[config.mk]
export PLATFORM = sky130hd
export DESIGN_NAME = mc_core
export DESIGN_NICKNAME = d
export VERILOG_FILES = /design/src/rtl/mc_pkg.sv /design/src/rtl/mc_decode.sv /design/src/rtl/mc_regfile.sv /design/src/rtl/mc_exec.sv /design/src/rtl/mc_core.sv
export SDC_FILE = /design/constraint.sdc
export NUM_CORES = 2
export LEC_CHECK = 0
export ABC_AREA = 0
export ABC_CLOCK_PERIOD_IN_PS = 11100
export BUFFER_PORTS_ARGS = -buffer_cell sky130_fd_sc_hd__buf_2
export CORE_AREA = 2 2 400 402
export CTS_CLUSTER_DIAMETER = 100
export DETAILED_ROUTE_END_ITERATION = 16
export DIE_AREA = 0 0 402 404
export PLACE_DENSITY = 0.69
export SKIP_CTS_REPAIR_TIMING = 1
export SLEW_MARGIN = 40
export SYNTH_ARGS = -nofsm -noshare
export SYNTH_HDL_FRONTEND = slang
export SYNTH_HIERARCHICAL = 1
export SYNTH_SLANG_ARGS = --single-unit
[constraint.sdc]
create_clock -name clk -period 11.1 [get_ports clk]
set_clock_uncertainty 0.05 [all_clocks]
set_input_delay 1.665 -clock clk [delete_from_list [all_inputs] [get_ports clk]]
set_output_delay 1.665 -clock clk [all_outputs]
set_load 0.005 [all_outputs]
[src/rtl/mc_pkg.sv]
package mc_pkg;
  localparam int unsigned XLEN    = 32;
  localparam int unsigned REGS    = 32;
  localparam int unsigned RIDX    = $clog2(REGS);
  localparam logic [RIDX-1:0] LINK_REG = RIDX'(REGS - 1);

  localparam logic [5:0] OPC_SPECIAL  = 6'h00;
  localparam logic [5:0] OPC_SPECIAL2 = 6'h1C;
  localparam logic [5:0] OPC_JMP      = 6'h02;
  localparam logic [5:0] OPC_JAL      = 6'h03;
  localparam logic [5:0] OPC_BNE      = 6'h05;
  localparam logic [5:0] OPC_ADDI     = 6'h09;
  localparam logic [5:0] OPC_COP      = 6'h10;
  localparam logic [5:0] OPC_LDW      = 6'h23;
  localparam logic [5:0] OPC_STW      = 6'h2B;
  localparam logic [5:0] FN_ADD       = 6'h21;
  localparam logic [5:0] FN_JR        = 6'h08;
  localparam logic [5:0] FN_MUL       = 6'h02;
  localparam logic [4:0] COP_FROM     = 5'd0;
  localparam logic [4:0] COP_TO       = 5'd4;

  typedef enum logic [3:0] {
    OP_NOP, OP_ADD, OP_ADDI, OP_MUL, OP_LDW, OP_STW,
    OP_JMP, OP_JAL, OP_JR, OP_BNE, OP_MSGIN, OP_MSGOUT
  } op_e;

  typedef struct packed {
    op_e              op;
    logic [RIDX-1:0]  rs;
    logic [RIDX-1:0]  rt;
    logic [RIDX-1:0]  rd;
    logic [XLEN-1:0]  simm;
    logic [25:0]      jidx;
  } dec_t;

  typedef enum logic [2:0] {
    ST_FETCH, ST_IWAIT, ST_EXEC, ST_DREQ, ST_DWAIT, ST_SEND, ST_RECV
  } st_e;
endpackage

[src/rtl/mc_decode.sv]
module mc_decode import mc_pkg::*; #(
  parameter logic [4:0] OUT_SEL = 5'd21,
  parameter logic [4:0] IN_SEL  = 5'd20
) (
  input  logic [XLEN-1:0] instr,
  output dec_t            dec
);
  logic [5:0] opc, fn;
  logic       unused_shamt;

  assign opc = instr[31:26];
  assign fn  = instr[5:0];
  assign unused_shamt = ^instr[10:6];

  always_comb begin
    dec.rs   = instr[25:21];
    dec.rt   = instr[20:16];
    dec.rd   = instr[15:11];
    dec.simm = {{(XLEN-16){instr[15]}}, instr[15:0]};
    dec.jidx = instr[25:0];
    dec.op   = OP_NOP;
    case (opc)
      OPC_SPECIAL: begin
        if (fn == FN_ADD)     dec.op = OP_ADD;
        else if (fn == FN_JR) dec.op = OP_JR;
      end
      OPC_SPECIAL2: if (fn == FN_MUL) dec.op = OP_MUL;
      OPC_ADDI:     dec.op = OP_ADDI;
      OPC_LDW:      dec.op = OP_LDW;
      OPC_STW:      dec.op = OP_STW;
      OPC_JMP:      dec.op = OP_JMP;
      OPC_JAL:      dec.op = OP_JAL;
      OPC_BNE:      dec.op = OP_BNE;
      OPC_COP: begin
        if (instr[25:21] == COP_FROM && instr[15:11] == IN_SEL)
          dec.op = OP_MSGIN;
        else if (instr[25:21] == COP_TO && instr[15:11] == OUT_SEL)
          dec.op = OP_MSGOUT;
      end
      default: dec.op = OP_NOP;
    endcase
  end
endmodule

[src/rtl/mc_regfile.sv]
module mc_regfile #(
  parameter int unsigned NREG = 32,
  parameter int unsigned W    = 32,
  localparam int unsigned AW  = $clog2(NREG)
) (
  input  logic          clk,
  input  logic          rst,
  input  logic [AW-1:0] ra_a,
  input  logic [AW-1:0] ra_b,
  output logic [W-1:0]  rd_a,
  output logic [W-1:0]  rd_b,
  input  logic          we,
  input  logic [AW-1:0] wa,
  input  logic [W-1:0]  wd
);
  logic [W-1:0] regs [NREG];

  for (genvar i = 0; i < NREG; i++) begin : g_reg
    if (i == 0) begin : g_zero
      assign regs[i] = '0;
    end else begin : g_store
      always_ff @(posedge clk) begin
        if (rst)                            regs[i] <= '0;
        else if (we && wa == AW'(i))        regs[i] <= wd;
      end
    end
  end

  assign rd_a = regs[ra_a];
  assign rd_b = regs[ra_b];
endmodule

[src/rtl/mc_exec.sv]
module mc_exec import mc_pkg::*; (
  input  dec_t             dec,
  input  logic [XLEN-1:0]  pc,
  input  logic [XLEN-1:0]  a,
  input  logic [XLEN-1:0]  b,
  output logic             wb_en,
  output logic [RIDX-1:0]  wb_addr,
  output logic [XLEN-1:0]  wb_data,
  output logic [XLEN-1:0]  next_pc,
  output logic [XLEN-1:0]  mem_addr
);
  logic [XLEN-1:0] pc4, jtarget, btarget, prod;

  assign pc4      = pc + XLEN'(4);
  assign jtarget  = {pc4[XLEN-1:28], dec.jidx, 2'b00};
  assign btarget  = pc4 + (dec.simm << 2);
  assign prod     = a * b;
  assign mem_addr = a + dec.simm;

  always_comb begin
    wb_en   = 1'b0;
    wb_addr = dec.rd;
    wb_data = a + b;
    next_pc = pc4;
    case (dec.op)
      OP_ADD:  wb_en = 1'b1;
      OP_ADDI: begin wb_en = 1'b1; wb_addr = dec.rt; wb_data = a + dec.simm; end
      OP_MUL:  begin wb_en = 1'b1; wb_data = prod; end
      OP_JMP:  next_pc = jtarget;
      OP_JAL:  begin wb_en = 1'b1; wb_addr = LINK_REG; wb_data = pc4; next_pc = jtarget; end
      OP_JR:   next_pc = a;
      OP_BNE:  if (a != b) next_pc = btarget;
      default: ;
    endcase
  end
endmodule

[src/rtl/mc_core.sv]
module mc_core import mc_pkg::*; #(
  parameter logic [4:0] MGR_OUT_SEL = 5'd21,
  parameter logic [4:0] MGR_IN_SEL  = 5'd20
) (
  input  logic            clk,
  input  logic            rst,
  output logic            imem_req_valid,
  input  logic            imem_req_ready,
  output logic [XLEN-1:0] imem_req_addr,
  input  logic            imem_resp_valid,
  output logic            imem_resp_ready,
  input  logic [XLEN-1:0] imem_resp_data,
  output logic            dmem_req_valid,
  input  logic            dmem_req_ready,
  output logic            dmem_req_write,
  output logic [XLEN-1:0] dmem_req_addr,
  output logic [XLEN-1:0] dmem_req_wdata,
  input  logic            dmem_resp_valid,
  output logic            dmem_resp_ready,
  input  logic [XLEN-1:0] dmem_resp_rdata,
  output logic            mgr_out_valid,
  input  logic            mgr_out_ready,
  output logic [XLEN-1:0] mgr_out_data,
  input  logic            mgr_in_valid,
  output logic            mgr_in_ready,
  input  logic [XLEN-1:0] mgr_in_data
);
  st_e             state;
  logic [XLEN-1:0] pc, ir;
  dec_t            dec;
  logic [XLEN-1:0] rs_val, rt_val;
  logic            ex_we;
  logic [RIDX-1:0] ex_wa;
  logic [XLEN-1:0] ex_wd, ex_next_pc, ex_mem_addr;
  logic            rf_we;
  logic [RIDX-1:0] rf_wa;
  logic [XLEN-1:0] rf_wd;

  mc_decode #(.OUT_SEL(MGR_OUT_SEL), .IN_SEL(MGR_IN_SEL)) u_dec (
    .instr(ir), .dec(dec)
  );

  mc_regfile #(.NREG(REGS), .W(XLEN)) u_rf (
    .clk(clk), .rst(rst), .ra_a(dec.rs), .ra_b(dec.rt),
    .rd_a(rs_val), .rd_b(rt_val), .we(rf_we), .wa(rf_wa), .wd(rf_wd)
  );

  mc_exec u_ex (
    .dec(dec), .pc(pc), .a(rs_val), .b(rt_val),
    .wb_en(ex_we), .wb_addr(ex_wa), .wb_data(ex_wd),
    .next_pc(ex_next_pc), .mem_addr(ex_mem_addr)
  );

  // Write-back source: execute result, load data or incoming message.
  always_comb begin
    rf_we = 1'b0;
    rf_wa = dec.rt;
    rf_wd = mgr_in_data;
    case (state)
      ST_EXEC:  begin rf_we = ex_we; rf_wa = ex_wa; rf_wd = ex_wd; end
      ST_DWAIT: begin rf_we = dmem_resp_valid && !dmem_req_write; rf_wd = dmem_resp_rdata; end
      ST_RECV:  rf_we = mgr_in_valid;
      default:  ;
    endcase
  end

  always_ff @(posedge clk) begin
    if (rst) begin
      state <= ST_FETCH;
      pc    <= '0;
      ir    <= '0;
    end else begin
      case (state)
        ST_FETCH: if (imem_req_ready) state <= ST_IWAIT;
        ST_IWAIT: if (imem_resp_valid) begin
          ir    <= imem_resp_data;
          state <= ST_EXEC;
        end
        ST_EXEC: begin
          case (dec.op)
            OP_LDW, OP_STW: state <= ST_DREQ;
            OP_MSGOUT:      state <= ST_SEND;
            OP_MSGIN:       state <= ST_RECV;
            default: begin
              pc    <= ex_next_pc;
              state <= ST_FETCH;
            end
          endcase
        end
        ST_DREQ:  if (dmem_req_ready) state <= ST_DWAIT;
        ST_DWAIT: if (dmem_resp_valid) begin pc <= ex_next_pc; state <= ST_FETCH; end
        ST_SEND:  if (mgr_out_ready)   begin pc <= ex_next_pc; state <= ST_FETCH; end
        ST_RECV:  if (mgr_in_valid)    begin pc <= ex_next_pc; state <= ST_FETCH; end
        default:  state <= ST_FETCH;
      endcase
    end
  end

  assign imem_req_valid  = (state == ST_FETCH);
  assign imem_req_addr   = pc;
  assign imem_resp_ready = (state == ST_IWAIT);
  assign dmem_req_valid  = (state == ST_DREQ);
  assign dmem_req_write  = (dec.op == OP_STW);
  assign dmem_req_addr   = ex_mem_addr;
  assign dmem_req_wdata  = rt_val;
  assign dmem_resp_ready = (state == ST_DWAIT);
  assign mgr_out_valid   = (state == ST_SEND);
  assign mgr_out_data    = rt_val;
  assign mgr_in_ready    = (state == ST_RECV);


  reset_vec_chk: assert property (@(posedge clk) disable iff (rst)
    $fell(rst) |-> imem_req_valid && imem_req_addr == '0 && !dmem_req_valid && !mgr_out_valid);

  fetch_hold_chk: assert property (@(posedge clk) disable iff (rst)
    imem_req_valid && !imem_req_ready |=> imem_req_valid && $stable(imem_req_addr));

  data_hold_chk: assert property (@(posedge clk) disable iff (rst)
    dmem_req_valid && !dmem_req_ready |=> dmem_req_valid && $stable(dmem_req_addr)
      && $stable(dmem_req_wdata) && $stable(dmem_req_write));

  one_port_chk: assert property (@(posedge clk) disable iff (rst)
    $onehot0({imem_req_valid, dmem_req_valid, mgr_out_valid, mgr_in_ready}));

  msg_out_hold_chk: assert property (@(posedge clk) disable iff (rst)
    mgr_out_valid && !mgr_out_ready |=> mgr_out_valid && $stable(mgr_out_data));

  msg_in_wait_chk: assert property (@(posedge clk) disable iff (rst)
    mgr_in_ready && !mgr_in_valid |=> mgr_in_ready);
endmodule

## After elaboration in Yosys (flattened, before gate mapping)

Cells that the tools add are included.

- Bits in registers: 1059
- Output and inout port bits: 135
- Word-level logic and storage cells: 192

- Add/sub/neg operators: 4
- Multipliers: 1
- $lt $le $gt $ge: 2
- Equality and inequality tests: 70
- Muxes and demuxes: 33
- Bitwise gates (word level): 2
- Reduce and logical (&&, ||, !) cells: 46

Operators by type and width:

| operator | number |
|---|---|
| 32-bit binary-select mux with 5-bit select | 2 |
| 32-bit 2-to-1 mux | 9 |
| 32-bit one-hot mux with 3 select lines | 2 |
| 32-bit one-hot mux with 4 select lines | 1 |
| 32-bit adder | 3 |
| 5-bit == test (second input constant) | 18 |
| 32-bit one-hot mux with 2 select lines | 1 |
| 5-bit by 4-bit == test with 1-bit output (second input constant) | 8 |
| 4-bit one-hot mux with 9 select lines | 1 |
| 1-bit logical AND | 34 |
| 32-bit by 3-bit adder with 32-bit output (second input constant) | 1 |
| 32-bit by 32-bit multiplier with 32-bit output | 1 |
| 32-bit != test | 1 |
| 5-bit by 3-bit == test with 1-bit output (second input constant) | 5 |
| 3-bit one-hot mux with 7 select lines | 1 |
| 6-bit by 2-bit == test with 1-bit output (second input constant) | 3 |
| 6-bit == test (second input constant) | 3 |
| 3-bit 2-to-1 mux | 6 |
| 4-bit by 3-bit == test with 1-bit output (second input constant) | 4 |
| 4-bit == test (second input constant) | 4 |
| 4-bit 2-to-1 mux | 4 |
| 6-bit by 4-bit == test with 1-bit output (second input constant) | 2 |
| 6-bit by 5-bit == test with 1-bit output (second input constant) | 2 |
| 6-bit >= comparator (second input constant) | 2 |
| 27 further kinds | 40 |

## Longest topological paths before layout

- Depth after elaboration: 10
- Depth in mapped cells: 43
- Depth with buffers taken out: 34

## By module

The synthesis kept the hierarchy.

By module, submodules not included:

| module | times used | cells each | area an instance (µm²) | seq. area each (µm²) |
|---|---|---|---|---|
| mc_regfile | 1 | 6580 | 51292.9 | 19859.0 |
| mc_exec | 1 | 2804 | 22775.6 | 0.0 |
| mc_core | 1 | 471 | 3851.2 | 1341.3 |
| mc_decode | 1 | 109 | 774.5 | 0.0 |

## Worst setup path after synthesis

OpenSTA, ideal clock, no wires.

- Kind: register -> register
- Start point: register ir[22]
- End point: register u_rf/regs[797] (netlist bit)
- Arrival time: 9.108 ns
- Path slack: 1.809 ns
- Cell stages (with the launch flop): 39
- Clock period less this slack: 9.291 ns
- Cell sequence: dfxtp_1 > buf_4 > buf_2 > clkbuf_1 > mux2_2 > a221oi_1 > nor3_1 > a31oi_1 > nand3_1 > clkbuf_1 > clkbuf_1 > and2_1 > fa_1 > fa_1 > fa_1 > inv_1 > fa_1 > inv_1 > (+3 left out) > inv_1 > fa_1 > fa_1 > ha_1 > a211oi_1 > o21ai_0 > a221o_1 > a21oi_1 > o21ai_1 > a2111oi_0 > xor2_1 > o21ai_0 > a221o_1 > a22oi_1 > nand2_1 > clkbuf_1 > nand2_1 > a21oi_1

RTL lines:

| item | line | text |
|---|---|---|
| start: declaration | mc_core.sv:29 | `logic [XLEN-1:0] pc, ir;` |
| start signal: assignment | mc_core.sv:76 | `ir <= imem_resp_data;` |
| 5-bit NOT with 6-bit output (not written as such) (*) | mc_regfile.sv:29 | `assign rd_a = regs[ra_a];` |
| 32-bit binary-select mux with 5-bit select (*) | mc_regfile.sv:29 |  |
| 32-bit 2-to-1 mux (not written as such) (*) (2 in series) | mc_regfile.sv:29 |  |
| named net rs_val[13] | mc_core.sv:31 | `logic [XLEN-1:0] rs_val, rt_val;` |
| 32-bit by 32-bit multiplier with 32-bit output (tied with other cells) | mc_exec.sv:17 | `assign prod = a * b;` |
| 32-bit one-hot mux with 3 select lines (*) | mc_exec.sv:25 | `case (dec.op)` |
| named net ex_wd[29] | mc_core.sv:34 | `logic [XLEN-1:0] ex_wd, ex_next_pc, ex_mem_addr;` |
| 32-bit one-hot mux with 2 select lines (*) | mc_core.sv:59 | `case (state)` |
| named net rf_wd[29] | mc_core.sv:37 | `logic [XLEN-1:0] rf_wd;` |
| end signal: indexed assignment | mc_regfile.sv:24 | `else if (we && wa == AW'(i)) regs[i] <= wd;` |
| end: declaration | mc_regfile.sv:16 | `logic [W-1:0] regs [NREG];` |

Mark *: on every way through the listed nets, which the timed path passes. The rest lies on a longest branch. The select of a mux whose other input is x is not followed.
A chain may end at the register's enable or synchronous reset.

## Final worst setup path

- Start point: register ir[17]
- End point: register u_rf/regs[314] (netlist bit)

- Word-level cells in the longest chain between the ends: 7

RTL lines:

| item | line | text |
|---|---|---|
| 5-bit NOT with 6-bit output (not written as such) (*) | mc_regfile.sv:30 | `assign rd_b = regs[ra_b];` |
| 32-bit binary-select mux with 5-bit select (*) | mc_regfile.sv:30 |  |
| 32-bit 2-to-1 mux (not written as such) (*) (2 in series) | mc_regfile.sv:30 |  |
| 32-bit by 32-bit multiplier with 32-bit output or 32-bit adder (tied branches) | mc_exec.sv:17, mc_exec.sv:23 |  |
| 32-bit one-hot mux with 3 select lines (*) | mc_exec.sv:25 |  |
| named net ex_wd[26] | mc_core.sv:34 |  |
| 32-bit one-hot mux with 2 select lines (*) | mc_core.sv:59 |  |
| named net rf_wd[26] | mc_core.sv:37 |  |

Marks and branches as above.

==> results.ini <==
[place]
place_area_um2=81700
port_buffers=238
dp_cells=11700
dp_hpwl_um=221000
place_congestion=1.03

[yosys]
ys_ff_latch=1059
synth_area_um2=78700
synth_edf_count=0
yosysSeqAreaShare_pct=26.9
synth_fp_nets=10700
synth_cells=9964
ys.warnings.count=6
syn_area_per_cell_um2=7.90
synth-async-reset-ratio_pct=0
ys.flop_type=dfxtp_1
ys_types=103

[sta]
report.final.slew_viol_count=0
timing.fmax_ghz=0.0918
maxSlewHeadroom_pct=34.2
hold_viol=0
tightest_slew_ns=0.982
finalSetupViolations=0
tns_ns=0
hold_slack_ns=0.416
grt_setup_unrepaired=no
period_minus_slack_ns=10.89
finalCritPeriodShare_pct=98.1

[outcome]
status=finished clean

[worst_setup_path]
cp_max_fo=53
cpPeakStageDelay_ns=0.58
crit_path_start=ir[17]
worstPathRequired_ns=11.75
endpoint_kind=flop
crit_path_frequent_cell=fa_1
arrival_ns=11.54
path_class=flop to flop
slowest_stage=a31oi_1
r2r-start=ir[17]
start_kind=flop

[drt]
finalWirelength_um=329000
drt_pre_antenna_iters=8
route.detailed.drc=0
ant_nets=0
drtIter0Drc=10500
dr_total_vias=76800
viasPerCell=6.45
wl_per_cell_um=27.6

[power_and_ir_drop]
vdd_drop_max_mv=0.147
p_leak_nw=31.4
total_power_w=0.00993
powerDensity_nw_per_um2=115

[flow_run]
maxCapViolations=0

[grt]
grt_start_max_net_pins=186
grt_use_met1_pct=49.2
overflow=0
antenna_found_initial=22
grt_pass1_vias=74200
grt_use_total_pct=39.0
grt_pass1_wl_um=479000
met3_usage_pct=10.4
use_met2_pct=59.7
grt_busiest_layer=met2

[clocking]
cts_tree=yes
cts-root-buf=clkbuf_16
clk_path_buf_depth=3
clock-sinks=1059
cts_made_buffers=113
clkSlewWorstSetupHoldPaths_ns=0.06
clk_latency_ns=0.81
h-tree-depth=3

[floorplanning]
start_util_pct=49.9
die_h_um=404
ios=239
die_area_um2=162000
coreArea_um2=158000
row_count=146
fp.dieW_um=402

[final_layout]
multi_input_area_um2=52000
fin_nets=10500
ff_latch_area_um2=21200
layout_common_cells=nand2_1, a21oi_1, dfxtp_1, mux2i_1, inv_1
drive_above_1_share_pct=10.9
final_cells=11900
postLayoutCellArea_um2=86000
n_fill_cell=14600
final_common_cell=nand2_1
area_growth_pct=9.31

[hold_path]
hp-start=u_rf/regs[918]
hold_class=flop to flop

-- routing by layer --
layer | share of wire [%] | routed length [µm]
met1 | 37 | 123000
met2 | 43 | 142000
met3 | 12 | 40700
met4 | 7.0 | 23000
met5 | 0.039 | 127
-- worst max-delay path: cells and delay by family (launching register included) --
| kind | cells | cell delay (ns) |
|---|---|---|
| XOR/XNOR | 1 | 0.55 |
| AND/OR/NAND/NOR | 5 | 1.04 |
| buffers and inverters | 7 | 1.76 |
| AO/OA/AOI/OAI | 8 | 1.88 |
| adder cells (fa/ha/maj) | 9 | 4.31 |
| multiplexers | 2 | 0.49 |
| flip-flops | 1 | 0.56 |
-- sequential cells by signal, summed over array words and instances, names as in the netlist --
register and flops:
imem_req_addr 32, ir 32, state 3, u_rf/regs 992
-- path summary, 6_finish.rpt --
| kind | endpoint | slack [ns] | cells past startpoint |
|---|---|---|---|
| worst max-delay path | u_rf/regs[314] | 0.21 | 32 |
| worst min-delay path | u_rf/regs[918] | 0.42 | 2 |
| worst max register to register | u_rf/regs[314] | 0.21 | 32 |
| worst min register to register | u_rf/regs[918] | 0.42 | 2 |
-- per-stage QoR --
| step | utilization [%] | worst slack, ns |
|---|---|---|
| 3_5_place_dp | 51.7 | 0.185 |
| 4_1_cts | 54.3 | 0.100 |
| 5_1_grt | 54.5 | 0.00426 |
| 3_3_place_gp | 51.7 | 0.0487 |
| 6_report | 54.5 | 0.210 |
| 2_1_floorplan | - | 1.81 |
-- Yosys cell counts (all sizes together), types with 8 or more instances --
library cell / n / area, µm²
a221o: 8 / 80.1
or2b: 44 / 384
nand2: 2598 / 9760
nand4: 18 / 113
o211ai: 17 / 133
o21a: 19 / 143
dfxtp: 1059 / 21200
ha: 215 / 2690
nor4: 20 / 184
or3: 9 / 56.3
a221oi: 87 / 768
and3: 28 / 175
mux4: 64 / 1440
o21ai: 107 / 539
o22a: 11 / 96.3
nand2b: 43 / 272
mux2i: 814 / 8150
a21o: 40 / 300
o22ai: 18 / 113
a21oi: 1304 / 6530
nor2: 144 / 563
or2: 12 / 75.1
xnor2: 135 / 1180
nor3: 107 / 614
and2: 316 / 1980
nor2b: 89 / 557
a22oi: 299 / 2240
clkbuf: 549 / 2080
mux2: 71 / 800
nand3: 230 / 1160
nor3b: 9 / 72.6
buf: 368 / 2230
xor2: 46 / 403
a31oi: 74 / 475
inv: 435 / 1630
o21bai: 18 / 139
a211oi: 23 / 173
fa: 411 / 8230
-- cells by family (layout without fill, tap and decap cells) --
kind of cell               after synthesis  count (layout)  synth area share (%)
and+or+nand+nor                       3689            3689                  20.5
AOI/OAI and AO/OA                     2106            2106                  15.9
buffers and inverters                 1354            1232                  7.56
DFF                                   1059            1059                  26.9
muxes                                  949             949                  13.2
adders and majority gates              626             626                  13.9
xor gates and xnor gates               181             181                  2.01
other                                    0               6                     0
-- cell type report --
cell class	count	share of cell area, %
diodes	6	0.0175
multi-input cells	7551	60.4
clock inverters	43	0.838
well taps	2072	3.01
flip-flops and latches	1059	24.7
repair buffers	584	5.19
inverters	437	1.91
clock buffers	168	3.92
-- where the power goes --
part           switching [W]  internal (W)  leakage (nW)  total (W)
clock                0.00174       0.00242          1.99    0.00416
combinational        0.00137      0.000558          20.9    0.00193
sequential         0.0000342       0.00381          8.53    0.00384
Power figures use the tool's default switching activity.
